**src/rtl/cpwm_pkg.sv**
```systemverilog
package cpwm_pkg;
  typedef enum logic {
    SLOPE_UP = 1'b0,
    SLOPE_DN = 1'b1
  } slope_e;

  localparam int RST_STAGES = 2;
endpackage

```
**src/rtl/cpwm_rst_sync.sv**
```systemverilog
module cpwm_rst_sync #(
  parameter int STAGES = 2
) (
  input  logic clk,
  input  logic rst_n,
  output logic rst_sync_n
);
  logic [STAGES-1:0] sh_q;

  always_ff @(posedge clk or negedge rst_n) begin
    if (!rst_n) sh_q <= '0;
    else        sh_q <= {sh_q[STAGES-2:0], 1'b1};
  end

  assign rst_sync_n = sh_q[STAGES-1];
endmodule

```
**src/rtl/cpwm_carrier.sv**
```systemverilog
module cpwm_carrier
  import cpwm_pkg::*;
#(
  parameter int CNT_W = 16
) (
  input  logic             clk,
  input  logic             rst_n,
  input  logic             run,
  input  logic             cfg_wr,
  input  logic [CNT_W-1:0] cfg_period,
  input  logic [CNT_W-1:0] cfg_dead,
  output logic [CNT_W-1:0] lag_o,
  output logic [CNT_W-1:0] lead_o,
  output logic [CNT_W-1:0] per_o,
  output logic [CNT_W-1:0] dead_o,
  output logic             active_o,
  output logic             cmp_ld_o,
  output logic             start_o
);
  localparam logic [CNT_W-1:0] ONE = CNT_W'(1);

  logic             run_q, run_d;
  slope_e           slope_q, slope_d;
  logic [CNT_W-1:0] lag_q, lag_d;
  logic [CNT_W-1:0] lead_q, lead_d;
  logic [CNT_W-1:0] per_q, per_d;
  logic [CNT_W-1:0] dead_q, dead_d;
  logic [CNT_W-1:0] per_sh_q, dead_sh_q;
  logic             start_q, start_d;
  logic             at_crest, at_trough, active;

  assign active    = run & run_q;
  assign at_crest  = (slope_q == SLOPE_UP) && (lag_q >= per_q);
  assign at_trough = (slope_q == SLOPE_DN) && (lag_q == '0);

  // next-state: two counters stepping together, lead offset by dead time
  always_comb begin
    run_d   = run;
    start_d = run & ~run_q;
    slope_d = slope_q;
    lag_d   = lag_q;
    lead_d  = lead_q;
    per_d   = per_q;
    dead_d  = dead_q;
    if (!run) begin
      per_d  = per_sh_q;
      dead_d = dead_sh_q;
    end else if (!run_q) begin
      slope_d = SLOPE_UP;
      lag_d   = '0;
      lead_d  = dead_sh_q;
      per_d   = per_sh_q;
      dead_d  = dead_sh_q;
    end else if (at_crest) begin
      slope_d = SLOPE_DN;
      lag_d   = lag_q - ONE;
      lead_d  = lead_q - ONE;
    end else if (at_trough) begin
      slope_d = SLOPE_UP;
      lag_d   = ONE;
      lead_d  = dead_sh_q + ONE;
      per_d   = per_sh_q;
      dead_d  = dead_sh_q;
    end else if (slope_q == SLOPE_UP) begin
      lag_d   = lag_q + ONE;
      lead_d  = lead_q + ONE;
    end else begin
      lag_d   = lag_q - ONE;
      lead_d  = lead_q - ONE;
    end
  end

  always_ff @(posedge clk or negedge rst_n) begin
    if (!rst_n) begin
      run_q   <= 1'b0;
      start_q <= 1'b0;
      slope_q <= SLOPE_UP;
      lag_q   <= '0;
      lead_q  <= '0;
      per_q   <= '0;
      dead_q  <= '0;
    end else begin
      run_q   <= run_d;
      start_q <= start_d;
      slope_q <= slope_d;
      lag_q   <= lag_d;
      lead_q  <= lead_d;
      per_q   <= per_d;
      dead_q  <= dead_d;
    end
  end

  always_ff @(posedge clk or negedge rst_n) begin
    if (!rst_n) begin
      per_sh_q  <= '0;
      dead_sh_q <= '0;
    end else if (cfg_wr) begin
      per_sh_q  <= cfg_period;
      dead_sh_q <= cfg_dead;
    end
  end

  assign lag_o    = lag_q;
  assign lead_o   = lead_q;
  assign per_o    = per_q;
  assign dead_o   = dead_q;
  assign active_o = active;
  assign cmp_ld_o = ~active | at_crest | at_trough;
  assign start_o  = start_q;
endmodule

```
**src/rtl/cpwm_phase.sv**
```systemverilog
module cpwm_phase #(
  parameter int CNT_W = 16
) (
  input  logic             clk,
  input  logic             rst_n,
  input  logic             cfg_wr,
  input  logic [CNT_W-1:0] cfg_cmp,
  input  logic             cmp_ld,
  input  logic             active,
  input  logic [CNT_W-1:0] lag,
  input  logic [CNT_W-1:0] lead,
  input  logic [CNT_W-1:0] per,
  input  logic [CNT_W-1:0] dead,
  output logic             hi_o,
  output logic             lo_o
);
  logic [CNT_W-1:0] cmp_sh_q, cmp_q;
  logic             hi_q, hi_d, lo_q, lo_d;
  logic             room;

  // the high pulse must leave at least one dead time before the crest
  assign room = ({1'b0, cmp_q} + {1'b0, dead}) <= {1'b0, per};

  always_comb begin
    hi_d = active & (lag >= cmp_q) & room;
    lo_d = active & (lead < cmp_q);
  end

  always_ff @(posedge clk or negedge rst_n) begin
    if (!rst_n) begin
      hi_q <= 1'b0;
      lo_q <= 1'b0;
    end else begin
      hi_q <= hi_d;
      lo_q <= lo_d;
    end
  end

  always_ff @(posedge clk or negedge rst_n) begin
    if (!rst_n)      cmp_sh_q <= '0;
    else if (cfg_wr) cmp_sh_q <= cfg_cmp;
  end

  always_ff @(posedge clk or negedge rst_n) begin
    if (!rst_n)      cmp_q <= '0;
    else if (cmp_ld) cmp_q <= cmp_sh_q;
  end

  assign hi_o = hi_q;
  assign lo_o = lo_q;
endmodule

```
**src/rtl/cpwm_trip.sv**
```systemverilog
module cpwm_trip #(
  parameter int N_EVT = 8
) (
  input  logic             clk,
  input  logic             rst_n,
  input  logic [N_EVT-1:0] evt,
  input  logic [N_EVT-1:0] mask,
  input  logic             clr,
  output logic             hit_o,
  output logic             fault_o,
  output logic             drv_en_o
);
  logic fault_q, fault_d;
  logic hit;

  assign hit = |(evt & mask);

  always_comb begin
    fault_d = fault_q;
    if (hit)      fault_d = 1'b1;
    else if (clr) fault_d = 1'b0;
  end

  always_ff @(posedge clk or negedge rst_n) begin
    if (!rst_n) fault_q <= 1'b0;
    else        fault_q <= fault_d;
  end

  assign hit_o    = hit;
  assign fault_o  = fault_q;
  assign drv_en_o = ~(fault_q | hit);
endmodule

```
**src/rtl/cpwm3_top.sv**
```systemverilog
module cpwm3_top
  import cpwm_pkg::*;
#(
  parameter int CNT_W = 16,
  parameter int N_PH  = 3,
  parameter int N_EVT = 8
) (
  input  logic                  clk,
  input  logic                  rst_n,
  input  logic                  run,
  input  logic                  cfg_wr,
  input  logic [CNT_W-1:0]      cfg_period,
  input  logic [CNT_W-1:0]      cfg_dead,
  input  logic [N_PH*CNT_W-1:0] cfg_cmp,
  input  logic [N_EVT-1:0]      trip_evt,
  input  logic [N_EVT-1:0]      trip_mask,
  input  logic                  fault_clr,
  output logic [N_PH-1:0]       gate_hi,
  output logic [N_PH-1:0]       gate_lo,
  output logic                  drv_en,
  output logic                  fault,
  output logic                  start_evt
);
  logic             rst_sync_n;
  logic [CNT_W-1:0] car_lag, car_lead, car_per, car_dead;
  logic             car_active, car_cmp_ld;
  logic             trip_hit;
  logic [N_PH-1:0]  hi_raw, lo_raw;

  cpwm_rst_sync #(.STAGES(RST_STAGES)) u_rst (
    .clk        (clk),
    .rst_n      (rst_n),
    .rst_sync_n (rst_sync_n)
  );

  cpwm_carrier #(.CNT_W(CNT_W)) u_car (
    .clk        (clk),
    .rst_n      (rst_sync_n),
    .run        (run),
    .cfg_wr     (cfg_wr),
    .cfg_period (cfg_period),
    .cfg_dead   (cfg_dead),
    .lag_o      (car_lag),
    .lead_o     (car_lead),
    .per_o      (car_per),
    .dead_o     (car_dead),
    .active_o   (car_active),
    .cmp_ld_o   (car_cmp_ld),
    .start_o    (start_evt)
  );

  for (genvar k = 0; k < N_PH; k++) begin : g_ph
    cpwm_phase #(.CNT_W(CNT_W)) u_ph (
      .clk     (clk),
      .rst_n   (rst_sync_n),
      .cfg_wr  (cfg_wr),
      .cfg_cmp (cfg_cmp[k*CNT_W +: CNT_W]),
      .cmp_ld  (car_cmp_ld),
      .active  (car_active),
      .lag     (car_lag),
      .lead    (car_lead),
      .per     (car_per),
      .dead    (car_dead),
      .hi_o    (hi_raw[k]),
      .lo_o    (lo_raw[k])
    );
  end

  cpwm_trip #(.N_EVT(N_EVT)) u_trip (
    .clk      (clk),
    .rst_n    (rst_sync_n),
    .evt      (trip_evt),
    .mask     (trip_mask),
    .clr      (fault_clr),
    .hit_o    (trip_hit),
    .fault_o  (fault),
    .drv_en_o (drv_en)
  );

  assign gate_hi = hi_raw & {N_PH{drv_en}};
  assign gate_lo = lo_raw & {N_PH{drv_en}};
endmodule

```
**config.mk**
```make
export PLATFORM = sky130hd
export DESIGN_NAME = cpwm3_top
export DESIGN_NICKNAME = d
export VERILOG_FILES = /design/src/rtl/cpwm_pkg.sv /design/src/rtl/cpwm_rst_sync.sv /design/src/rtl/cpwm_carrier.sv /design/src/rtl/cpwm_phase.sv /design/src/rtl/cpwm_trip.sv /design/src/rtl/cpwm3_top.sv
export SDC_FILE = /design/constraint.sdc
export NUM_CORES = 1
export LEC_CHECK = 0
export BUFFER_PORTS_ARGS = -buffer_cell sky130_fd_sc_hd__buf_4
export CAP_MARGIN = 10
export CORE_MARGIN = 2
export CORE_UTILIZATION = 53
export DETAILED_ROUTE_END_ITERATION = 6
export GPL_ROUTABILITY_DRIVEN = 0
export PLACE_DENSITY = 0.75
export SETUP_SLACK_MARGIN = 0.3
export SLEW_MARGIN = 5
export SYNTH_ARGS = -nofsm -noshare
export SYNTH_HDL_FRONTEND = slang
export SYNTH_SLANG_ARGS = --single-unit
```
**constraint.sdc**
```tcl
create_clock -name clk -period 6.9 [get_ports clk]
set_clock_uncertainty 0.15 [all_clocks]
set_input_delay 1.035 -clock clk [delete_from_list [all_inputs] [get_ports clk]]
set_output_delay 1.035 -clock clk [all_outputs]
set_load 0.02 [all_outputs]
```
## Word level (Yosys, flattened, before mapping)

Index checks and enable logic that the tools add are counted.
W data, S select, Z words.

| storage, ports and cells | value |
|---|---|
| register bits after elaboration | 204 |
| input bits | 101 |
| output and inout port bits | 9 |
| word-level logic and storage cells | 93 |

| cells by class | value |
|---|---|
| $add $sub $neg | 8 |
| magnitude comparators | 10 |
| eq/ne operators | 3 |
| mux-type cells | 21 |
| bitwise gates (word level) | 21 |
| reduce and logical (&&, ||, !) cells | 7 |

Operator list:

| operator | count |
|---|---|
| $mux W16 | 16 |
| $ge A16 B16 Y1 | 4 |
| $add A16 B16 Y17 | 3 |
| $le A17 B16 Y1 | 3 |
| $add A16 B1 Y16 const B | 3 |
| $lt A16 B16 Y1 | 3 |
| $sub A16 B1 Y16 const B | 2 |
| $logic_not A16 Y1 | 1 |
| $and A1 B1 Y1 | 11 |
| $ne A3 B3 Y1 const B | 3 |
| $and A8 B8 Y8 | 1 |
| $reduce_or A8 Y1 | 1 |
| $and A3 B3 Y3 | 2 |
| $mux W1 | 5 |
| $not A1 Y1 | 4 |
| $reduce_and A2 Y1 | 2 |
| $or A1 B1 Y1 | 3 |
| $logic_and A1 B1 Y1 | 2 |
| $reduce_bool A2 Y1 | 1 |

## Logic depth before layout (Yosys ltp)

| depth | value |
|---|---|
| depth in word-level cells | 6 |
| gate-level depth with buffers | 19 |
| mapped depth without buffers | 19 |

## By module

A second synthesis with hierarchy kept.

| unflattened totals | value |
|---|---|
| cell total of the unflattened synthesis | 1,713 |
| area total of the unflattened synthesis | 15,462.3 sq um |

Modules (own cells, without submodules):

| module | instances | cells an instance | area an instance (sq um) | seq. area each (sq um) |
|---|---|---|---|---|
| cpwm_phase | 3 | 332 | 3,045.4 | 850.8 |
| cpwm_carrier | 1 | 699 | 6,132.1 | 2,477.4 |
| cpwm_trip | 1 | 9 | 102.6 | 25.0 |
| cpwm_rst_sync | 1 | 3 | 53.8 | 50.0 |
| cpwm3_top | 1 | 6 | 37.5 | 0.0 |

## Least setup slack after synthesis

No wires, ideal clock.

| path | value |
|---|---|
| kind | reg2reg |
| from | reg u_car.dead_q[0] (netlist: u_car.dead_o[0]) |
| to | reg g_ph[2].u_ph.hi_q |
| library setup time | 67 ps |
| arrival | 3,421 ps |
| data required time | 6,683 ps |
| path slack | 3,262 ps |
| cell stages (with the launch flop) | 20 |
| buffers on the path | 0 |
| clock period less this slack | 3,638 ps |
| cell sequence | dfrtp_1 > ha_1 > inv_1 > fa_1 > nor2b_1 > o21a_1 > o21ai_0 > a21oi_1 > a41o_1 > o41ai_1 > o21ai_0 > xor2_1 > ha_1 > nand4_1 > nor2_1 > nand4_1 > nand2_1 > nand3_1 > a31oi_1 > o311a_1 |

| on the way | value |
|---|---|
| cells in the longest elaborated chain, start to end | 3 |

RTL lines:

| item | line | RTL |
|---|---|---|
| start, declared | cpwm_carrier.sv:27 | `logic [CNT_W-1:0] dead_q, dead_d;` |
| start signal, assigned | cpwm_carrier.sv:81 | `dead_q <= '0;` |
| start signal, assigned | cpwm_carrier.sv:89 | `dead_q <= dead_d;` |
| $add A16 B16 Y17 | cpwm_phase.sv:22 | `assign room = ({1'b0, cmp_q} + {1'b0, dead}) <= {1'b0, per};` |
| $le A17 B16 Y1 | cpwm_phase.sv:22 |  |
| $and A1 B1 Y1 | cpwm_phase.sv:25 | `hi_d = active & (lag >= cmp_q) & room;` |
| net g_ph[2].u_ph.hi_d | cpwm_phase.sv:18 | `logic hi_q, hi_d, lo_q, lo_d;` |
| end signal, assigned | cpwm_phase.sv:34 | `hi_q <= hi_d;` |
| end, declared | cpwm_phase.sv:18 |  |

The timed path passes the listed nets, and every way through them passes these cells.
A chain may end at the register's enable or synchronous reset.

## Worst setup path after layout

Same ends and word-level chain as after synthesis.

==> qor.txt <==
CRITICAL PATH
-------------------------------------------------------------------------------
Crit. End Element ................................................     register
Setup Crit Path Kind .............................................      reg2reg
FF-to-FF path depth ..............................................           19
Worst-path cell with the longest stage delay ..................... sky130_fd_sc_hd__o41ai_1
Arrival time at the worst endpoint ...............................      4.70 ns
Data required time of the worst path .............................      7.22 ns
Crit path max fanout .............................................            4
Critical path cell sequence ...................................... ha_1 > inv_1 > fa_1 > nor2b_1 > o21a_1 > o21ai_0 > a21oi_1 > a41o_1 > o41ai_1 > o21ai_0 > xor2_1 > ha_1 > nand4_1 > nor2_1 > nand4_1 > nand2_1 > nand3_1 > a31oi_1 > o311a_1
Startpoint kind of the worst setup timing path ...................     register
Stage delay of the slowest cell on the critical path .............      0.55 ns

STA
-------------------------------------------------------------------------------
Final worst slack ................................................      2.52 ns
Hold_ws ..........................................................     0.126 ns
Setup violators final ............................................            0
Max-slew headroom ................................................        38.0%
Summed negative setup slack over all endpoints ...................         0 ns
Slew at the pin closest to its max-slew limit ....................     0.930 ns
Fmax .............................................................      228 MHz
Setup repair after global routing missed its margin ..............           no
Final Slew Violations ............................................            0
Post-route fraction of the period consumed by the critical path ..        63.4%
Clock period minus worst slack ...................................      4.38 ns
Fin. Hold Viols ..................................................            0

PLACED DESIGN
-------------------------------------------------------------------------------
IO buf count .....................................................          109
HPWL Detailed ....................................................     30900 µm
Pre-CTS setup slack ..............................................      2.62 ns

CTS
-------------------------------------------------------------------------------
Max Buffers Root-to-Sink .........................................            3
CTS Hold Bufs ....................................................            0
Reg clk slew, reported paths .....................................      0.06 ns
Post-CTS Resized .................................................            0
Clock tree sinks .................................................          204
H-tree levels ....................................................            1
Post-CTS Repair Setup Buffers ....................................            0
CTS Buf Count ....................................................           24
Clock tree root driver cell ...................................... sky130_fd_sc_hd__clkbuf_16
Clock tree from TritonCTS ........................................         done
Latest clock arrival within the worst-skew pair ..................      0.54 ns

GLOBAL ROUTE
-------------------------------------------------------------------------------
First-pass GRT wire length .......................................     65300 µm
Met3 track demand over resource ..................................        4.94%
Most Used Layer, Global Route ....................................         met2
Via count of the first global-routing pass .......................        12.0k
Met1 Resource Use GR .............................................        38.0%
Largest net degree at the start of global routing ................           75
Antenna violations before repair .................................            1
Total global-route track usage ...................................        28.2%
Met2 routing resource usage after global routing .................        45.4%
Total congestion overflow ........................................            0

DETAILED ROUTING
-------------------------------------------------------------------------------
Drt via density ..................................................         6.05
Final antenna-violating net count ................................            0
Wire length after detailed routing ...............................     40900 µm
Average wire per cell in the routed design .......................      20.1 µm
Via Count ........................................................        12.3k
Number of DRC markers after the initial detailed-route iteration .         1094
DRC violations left ..............................................            0
Pre-Repair DR Iteration Count ....................................            5

DIE
-------------------------------------------------------------------------------
Die ar. ..........................................................   0.0296 mm²
Core box area ....................................................   0.0278 mm²
Die height .......................................................       172 µm
Std cell rows ....................................................           61
Horizontal extent of the die .....................................       172 µm
Initial core utilization .........................................        54.0%
I/O pin cnt ......................................................          110

POWER
-------------------------------------------------------------------------------
Part of the total power dissipated in the clock network ..........        28.9%
Combinational share of power .....................................        38.5%
Leakage dissipation ..............................................   0.00823 µW
Switch share .....................................................        36.7%
Power density over the cells .....................................   290 mW/mm²
Cell internal power dissipation ..................................      3120 µW
Sequential power share ...........................................        32.6%
Switching Power ..................................................      1800 µW
Total power after layout .........................................      4920 µW
Worst voltage drop across the vdd grid ...........................   0.000205 V

LAYOUT
-------------------------------------------------------------------------------
Most common cell after layout, fill and taps aside ............... sky130_fd_sc_hd__ha_1
ANT cells ........................................................            0
Fill cells .......................................................         2351
FF+latch area ....................................................  0.00511 mm²
Multi-input gate area in the final layout ........................  0.00925 mm²
Commonest non-fill, non-tap cells in the layout .................. 210 x sky130_fd_sc_hd__ha_1, 203 x sky130_fd_sc_hd__dfrtp_1, 116 x sky130_fd_sc_hd__buf_4
Fraction of layout cells with a size suffix above 1 ..............        18.4%
Syn-to-layout area delta .........................................        13.2%
Final-stage net count ............................................         1951

LOGIC SYNTHESIS
-------------------------------------------------------------------------------
Number of cells produced by synthesis ............................         1549
Flip-flop and latch count after synthesis ........................          204
Yosys warning total ..............................................            0
Number of flops mapped to enable cells by yosys ..................            0
Mean instance size in the synthesized netlist ....................     9.68 µm²
Async set-reset flop share out of synthesis ......................         100%
Cell area after technology mapping ...............................   0.0150 mm²
Number of unique standard cell types used by synthesis ...........           76
Sequential cell area fraction in the yosys report ................        34.1%
Synth Net Count ..................................................         1863
Most common flop cell mapped by yosys ............................ sky130_fd_sc_hd__dfrtp_1

WORST HOLD PATH
-------------------------------------------------------------------------------
Type of the most critical hold path ..............................     in2async

RUN STATUS
-------------------------------------------------------------------------------
Outcome .......................................................... finished clean

JOB
-------------------------------------------------------------------------------
Number of max-capacitance violations reported ....................            0

path summary, 6_finish.rpt:
check	slack [ns]	start	endpoint
worst max-delay path	2.52	u_car.dead_o[0]$_DFFE_PN0P_	g_ph[2].u_ph.hi_o$_DFF_PN0_
worst min-delay path	0.13	rst_n	u_rst.sh_q[1]$_DFF_PN0_
worst max register to register	2.52	u_car.dead_o[0]$_DFFE_PN0P_	g_ph[2].u_ph.hi_o$_DFF_PN0_
worst min register to register	0.20	u_rst.sh_q[0]$_DFF_PN0_	u_rst.sh_q[1]$_DFF_PN0_
max in group asynchronous	4.81	u_rst.sh_q[1]$_DFF_PN0_	u_car.per_sh_q[13]$_DFFE_PN0P_
min in group clk	0.20	u_rst.sh_q[0]$_DFF_PN0_	u_rst.sh_q[1]$_DFF_PN0_
critical path, delay by kind of cell (launching register included):
kind	cells	cell delay, ns
buffers and inverters	1	0.08
xor gates and xnor gates	1	0.20
adders and majority gates	3	0.79
DFF	1	0.41
and+or+nand+nor	6	0.60
AOI/OAI and AO/OA	8	2.09
cells in the mapped netlist, drive strengths merged, types with 6 or more instances:
cell type | instances | share of area (%)
mux2 | 124 | 9.8
o22ai | 8 | 0.33
a21oi | 78 | 2.6
xnor2 | 53 | 3.1
or3 | 10 | 0.42
a31oi | 15 | 0.63
a22oi | 12 | 0.60
a211oi | 15 | 0.75
and3 | 15 | 0.63
a21o | 57 | 2.9
nand2 | 115 | 2.9
o21a | 14 | 0.70
nor2b | 16 | 0.67
o21ai | 94 | 3.2
nor2 | 93 | 2.3
nand4 | 27 | 1.1
and2 | 9 | 0.38
buf | 21 | 0.93
a211o | 7 | 0.41
xor2 | 18 | 1.1
nand2b | 13 | 0.54
o31ai | 6 | 0.30
nor3 | 43 | 1.4
clkbuf | 33 | 0.83
ha | 210 | 18
nor4 | 13 | 0.64
inv | 101 | 2.5
mux2i | 8 | 0.53
nand3 | 34 | 1.1
dfrtp | 204 | 34
registers in the layout, summed over array words and instances, names as in the netlist:
signal and flops:
g_ph.u_ph.lo_o 3, u_car.slope_q 1, u_car.per_sh_q 16, u_car.lag_o 16, u_car.start_o 1, u_car.per_o 16
u_trip.fault_o 1, u_car.dead_sh_q 16, u_rst.sh_q 2, u_car.run_q 1, g_ph.u_ph.cmp_sh_q 48, g_ph.u_ph.cmp_q 48
g_ph.u_ph.hi_o 3, u_car.lead_o 16, u_car.dead_o 16
routing by layer:
metal	up-vias	part of all wire [%]
met4	2	4.3
met1	5872	42
met3	110	8.4
li1	5804	-
met5	-	0.029
met2	517	45
final cells by class:
class,count,area share [%]
clock inverter,17,1.46
multi-input combinational,1190,54.5
tap,378,2.79
clock buffer,27,3.73
inverter,101,2.23
sequential,204,30.1
timing repair buffer,116,5.13
logic make-up (layout without fill, tap and decap cells):
family | count (synthesis) | in the layout | share of synthesized area (%)
compound gates | 364 | 364 | 15.8
other cells | 1 | 1 | 0.0250
buf+inv | 155 | 261 | 4.29
fa+ha+maj | 213 | 213 | 17.9
simple gates | 409 | 409 | 13.4
mux | 132 | 132 | 10.4
flops | 204 | 204 | 34.1
xor+xnor | 71 | 71 | 4.15
stage by stage:
| stage | util (%) | area [µm²] | cells |
|---|---|---|---|
| final | 61.1 | 17000 | 2033 |
| after global routing | 61.1 | 17000 | 2033 |
| after CTS | 61.1 | 17000 | 2033 |
| after detailed placement | 57.9 | 16100 | 1989 |
| after global placement | 57.9 | 16100 | 1989 |
| after floorplan | - | 15000 | 1549 |
power groups by stage:
| stage | Clock, µW | Sequential, µW | Combinational (µW) |
|---|---|---|---|
| floorplan | 0 | 1500 | 1450 |
| global placement | 0 | 1610 | 1760 |
| detailed placement | 0 | 1620 | 1840 |
| CTS | 1440 | 1600 | 1860 |
| global route | 1480 | 1630 | 2130 |
| finish | 1420 | 1610 | 1900 |
(Power assumes the default switching activity.)
